**config.mk**
```make
export PLATFORM = sky130hd
export DESIGN_NAME = iso_activity_monitor
export DESIGN_NICKNAME = d
export VERILOG_FILES = /design/src/rtl/iso_activity_monitor.sv
export SDC_FILE = /design/constraint.sdc
export NUM_CORES = 1
export LEC_CHECK = 0
export BUFFER_PORTS_ARGS = -buffer_cell sky130_fd_sc_hd__buf_4
export CORE_UTILIZATION = 56
export CTS_BUF_LIST = sky130_fd_sc_hd__clkbuf_8
export DETAILED_ROUTE_END_ITERATION = 7
export GPL_TIMING_DRIVEN = 0
export MAX_ROUTING_LAYER = met4
export PLACE_DENSITY = 0.84
export SLEW_MARGIN = 20
export SYNTH_ARGS = -nofsm -noshare
export SYNTH_HDL_FRONTEND = slang
export SYNTH_SLANG_ARGS = --single-unit
export TNS_END_PERCENT = 10
```
**constraint.sdc**
```tcl
create_clock -name clk -period 1.3 [get_ports clk]
set_input_delay 0.26 -clock clk [delete_from_list [all_inputs] [get_ports clk]]
set_output_delay 0.26 -clock clk [all_outputs]
set_load 0.02 [all_outputs]
```
**src/rtl/iso_activity_monitor.sv**
```systemverilog
module iso_activity_monitor #(
  parameter int GPIO_W = 8,
  parameter int SETTLE = 16
) (
  input  logic              clk,
  input  logic              rst_n,
  input  logic              rst_ack_in,
  input  logic [GPIO_W-1:0] gpio_in,
  input  logic              sc_status_in,
  input  logic              expect_iso,
  input  logic              expect_susp,
  input  logic              en_ack,
  input  logic              en_gpio,
  input  logic              en_susp,
  input  logic              clr,
  output logic              alarm,
  output logic [2:0]        cause
);
  localparam int CW = $clog2(SETTLE + 1);
  localparam logic [CW-1:0] SETTLE_C = CW'(SETTLE);

  logic [1:0]        ack_sy, st_sy;
  logic [GPIO_W-1:0] g1, g2, gp;
  logic [CW-1:0]     cnt;
  logic              armed;
  logic [2:0]        hit, cause_q;

  always_ff @(posedge clk) begin
    if (!rst_n) begin
      ack_sy <= 2'b00;
      st_sy  <= 2'b11;
      g1     <= '0;
      g2     <= '0;
      gp     <= '0;
    end else begin
      ack_sy <= {ack_sy[0], rst_ack_in};
      st_sy  <= {st_sy[0], sc_status_in};
      g1     <= gpio_in;
      g2     <= g1;
      gp     <= g2;
    end
  end

  always_ff @(posedge clk) begin
    if (!rst_n)      cnt <= '0;
    else if (!armed) cnt <= cnt + CW'(1);
  end

  assign armed = (cnt == SETTLE_C);

  assign hit[0] = en_ack  & expect_iso  &  ack_sy[1];
  assign hit[1] = en_gpio & (g2 != gp);
  assign hit[2] = en_susp & expect_susp & ~st_sy[1];

  always_ff @(posedge clk) begin
    if (!rst_n) cause_q <= 3'b000;
    else        cause_q <= (armed ? hit : 3'b000) | (clr ? 3'b000 : cause_q);
  end

  assign cause = cause_q;
  assign alarm = |cause_q;
endmodule


```
==> flow_summary_export.csv <==
group,metric,value,unit
placement,io_buffer_count,20,
global_route,grt_pass1_vias,779,
clock_network,cts_max_level,2,
setup_path,slowest_delay,370,ps
global_route,grt_pass1_wl,3350,um
hold_path,hold_depth,2,
job,cap_violations,0,
global_route,grt_overflow_total,0,
power,p_leak,0.000632,uW
setup_path,crit_path_end_kind,"primary output",
drt,first_iter_violations,7,
hold_path,min_delay_worst_endpoint,"st_sy[0]$_SDFF_PN1_",
logic_synthesis,netlist_instances,110,
placement,dp_hpwl,1270,um
drt,wirelength,1790,um
setup_path,cp_slowest_cell,"or3_4",
clock_network,clkSlewWorstSetupHoldPaths,70,ps
logic_synthesis,syn_avg_cell_area,11.0,um2
setup_path,regToRegSetupSlack,70,ps
clock_network,numCtsBuffers,5,
logic_synthesis,synth_nets,130,
setup_path,reg2reg_to,"cause[2]$_SDFF_PN0_",
clock_network,clock-sinks,36,
drt,via_count,761,
placement,pre_cts_ws,49.6,ps
setup_path,r2r_cells,6,
setup_path,path_class,"reg -> out",
final_layout,final_layout_size_suffix_gt1_share,25.2,%
final_layout,multi_input_area,462,um2
clock_network,cts_root_buf,"clkbuf_8",
sta,fin_worst_skew,5.68,ps
sta,hold_violations,0,
sta,finalCriticalPeriod,1370,ps
drt,wire_per_inst,10.8,um
logic_synthesis,yosys_warnings,0,
sta,rsz0062_at_grt,"true",
sta,fmax,0.728,GHz
power,max-vdd-ir-drop,959,uV
floorplan,start_util,60.2,%
setup_path,crit_arrival,1110,ps
clock_network,cts_buffer_depth,2,
status,violations,"negative setup slack",
clock_network,cts_tree,"done",
drt,vias_per_cell,4.58,
logic_synthesis,ys_types,21,
drt,drcViolationCount,0,
sta,setup-violations-final,1,
power,p_per_area,1380,nW/um2
sta,finalMaxSlewViolations,0,
setup_path,reg2reg_from,"cnt[1]$_SDFFE_PN0N_",
floorplan,die_h,48.4,um
global_route,grt_use_total,20.1,%
logic_synthesis,ys_seq_area_share,59.8,%
logic_synthesis,synth-seq-cells,36,
final_layout,areaGrowthSynthToFinish,25.8,%
floorplan,die-area,2340,um2
final_layout,nFillCells,153,
floorplan,rows,16,
sta,fin_ws,-73.4,ps
sta,worst_pin_slew,394,ps
sta,slew_headroom,73.7,%
placement,gp_congestion,0.686,
global_route,antenna_found_initial,0,
setup_path,crit_fanout,2,
hold_path,min_from,"sc_status_in",
setup_path,cp.required,1040,ps
clock_network,clk_latency,290,ps
status,status,"complete, but fails checks",
final_layout,nets,158,
sta,tns,-73.4,ps
sta,period_share,106,%
drt,dr.pass1.iters,2,
floorplan,io_pins,22,
floorplan,core_area,2000,um2
global_route,grt_max_degree,12,
setup_path,crit_chain,"or3_4 > buf_6",
hold_path,holdCritPathClass,"in -> reg",
final_layout,diodes,0,
drt,postRouteAntennaNets,0,
logic_synthesis,netlist_area,1200,um2
floorplan,die_w,48.4,um
setup_path,startpoint_type,"flip-flop",
final_layout,final-seq-area,723,um2
==> worst max-delay path by stage <==
stage | start | end | slack [ps] | cells past startpoint
finish | cause[2]$_SDFF_PN0_ | alarm | -70 | 2
global route | cause[2]$_SDFF_PN0_ | alarm | -120 | 2
CTS | cause[2]$_SDFF_PN0_ | alarm | -80 | 2
detailed placement | cnt[0]$_SDFFE_PN0N_ | cause[2]$_SDFF_PN0_ | 50 | 6
global placement | cnt[0]$_SDFFE_PN0N_ | cause[0]$_SDFF_PN0_ | 70 | 6
floorplan | cnt[0]$_SDFFE_PN0N_ | cause[2]$_SDFF_PN0_ | 140 | 6
==> metrics by stage <==
stage | util, % | instance area, um2 | std cells | hold WS, ps | power (uW)
5_1_grt | 75.7 | 1520 | 166 | 152 | 2190
6_report | 75.7 | 1520 | 166 | 157 | 2090
4_1_cts | 74.9 | 1500 | 166 | 154 | 2100
3_3_place_gp | 69.4 | 1390 | 157 | 389 | 1310
3_5_place_dp | 69.4 | 1390 | 157 | 395 | 1320
2_1_floorplan | - | 1200 | 110 | 356 | 1260
==> metal layers <==
metal	up-vias	global-route usage (%)	part of all wire, %
li1	399	-	-
met1	339	22.0	45
met2	18	30.8	47
met3	5	9.43	5.6
met4	0	10.3	2.2
met5	-	-	0
==> cell usage after synthesis <==
| master | n | area [um2] |
|---|---|---|
| dfxtp_1 | 36 | 721 |
| and2_1 | 31 | 194 |
| xnor2_1 | 11 | 96.3 |
| clkbuf_1 | 4 | 15.0 |
| inv_1 | 4 | 15.0 |
| nand2_1 | 3 | 11.3 |
| nand3_1 | 3 | 15.0 |
| ha_1 | 2 | 25.0 |
| nand2b_1 | 2 | 12.5 |
| nand4_1 | 2 | 12.5 |
| nor2_1 | 2 | 7.51 |
| a21oi_1 | 1 | 5.00 |
| and3_1 | 1 | 6.26 |
| buf_2 | 1 | 5.00 |
| nand4bb_1 | 1 | 11.3 |
| nor2b_1 | 1 | 6.26 |
| o22ai_1 | 1 | 6.26 |
| o32ai_1 | 1 | 8.76 |
| o32ai_2 | 1 | 16.3 |
| or3_1 | 1 | 6.26 |
| xor2_1 | 1 | 8.76 |
==> cells by family (layout without fill, tap and decap cells) <==
logic type / Yosys count / after routing / synth area share, %
XOR/XNOR: 12 / 12 / 8.72
flip-flops: 36 / 36 / 59.8
AO/OA/AOI/OAI: 4 / 4 / 3.01
buffers and inverters: 9 / 38 / 2.91
adder cells (fa/ha/maj): 2 / 2 / 2.08
AND/OR/NAND/NOR: 47 / 47 / 23.5
==> cell usage in the layout (no fill, tap or decap) <==
cell type,Yosys,routed
buf_4,0,20
dfxtp_2,0,2
nand2b_1,2,2
inv_1,4,4
o22ai_1,1,1
or3_4,0,1
xor2_1,1,1
a21oi_1,1,1
nand4bb_1,1,1
clkinvlp_4,0,1
clkbuf_8,0,6
xnor2_1,11,11
nand2_1,3,3
nand4_1,2,2
inv_2,0,1
nor2b_1,1,1
nand3_1,3,3
buf_6,0,2
and3_1,1,1
ha_1,2,2
o32ai_2,1,2
and2_1,31,31
dfxtp_1,36,34
clkbuf_1,4,4
nor2_1,2,2
==> sequential cells by signal, summed over array words and instances, names as in the netlist <==
register	count
g1	8
g2	8
gp	8
cnt	5
cause	3
ack_sy	2
st_sy	2
==> layout make-up <==
class,instances,area share [%]
Buffer,5,1.73
Clock buffer,6,5.45
Clock inverter,2,0.743
Inverter,4,0.991
Multi-Input combinational cell,65,30.5
Sequential cell,36,47.7
Tap cell,27,2.23
Timing Repair Buffer,21,10.7
==> repair_timing <==
item / CTS / global route
resized for setup: 3 / 6
hold buffers: 0 / 0
buffers inserted: 1 / 0
endpoints found under the setup margin: 1 / 6
pin swaps: 1 / 0
==> critical path: cells and delay by family (launching register included) <==
family,cells,cell delay [ps]
buf+inv,1,140
flops,1,320
simple gates,1,370
==> where the power goes <==
group | switching [uW] | total (uW) | internal [uW]
clock network | 374 | 796 | 422
logic | 48.3 | 126 | 77.2
registers | 20.1 | 1170 | 1150
total | 442 | 2090 | 1650
No activity file was read; power rests on OpenSTA's default activity.
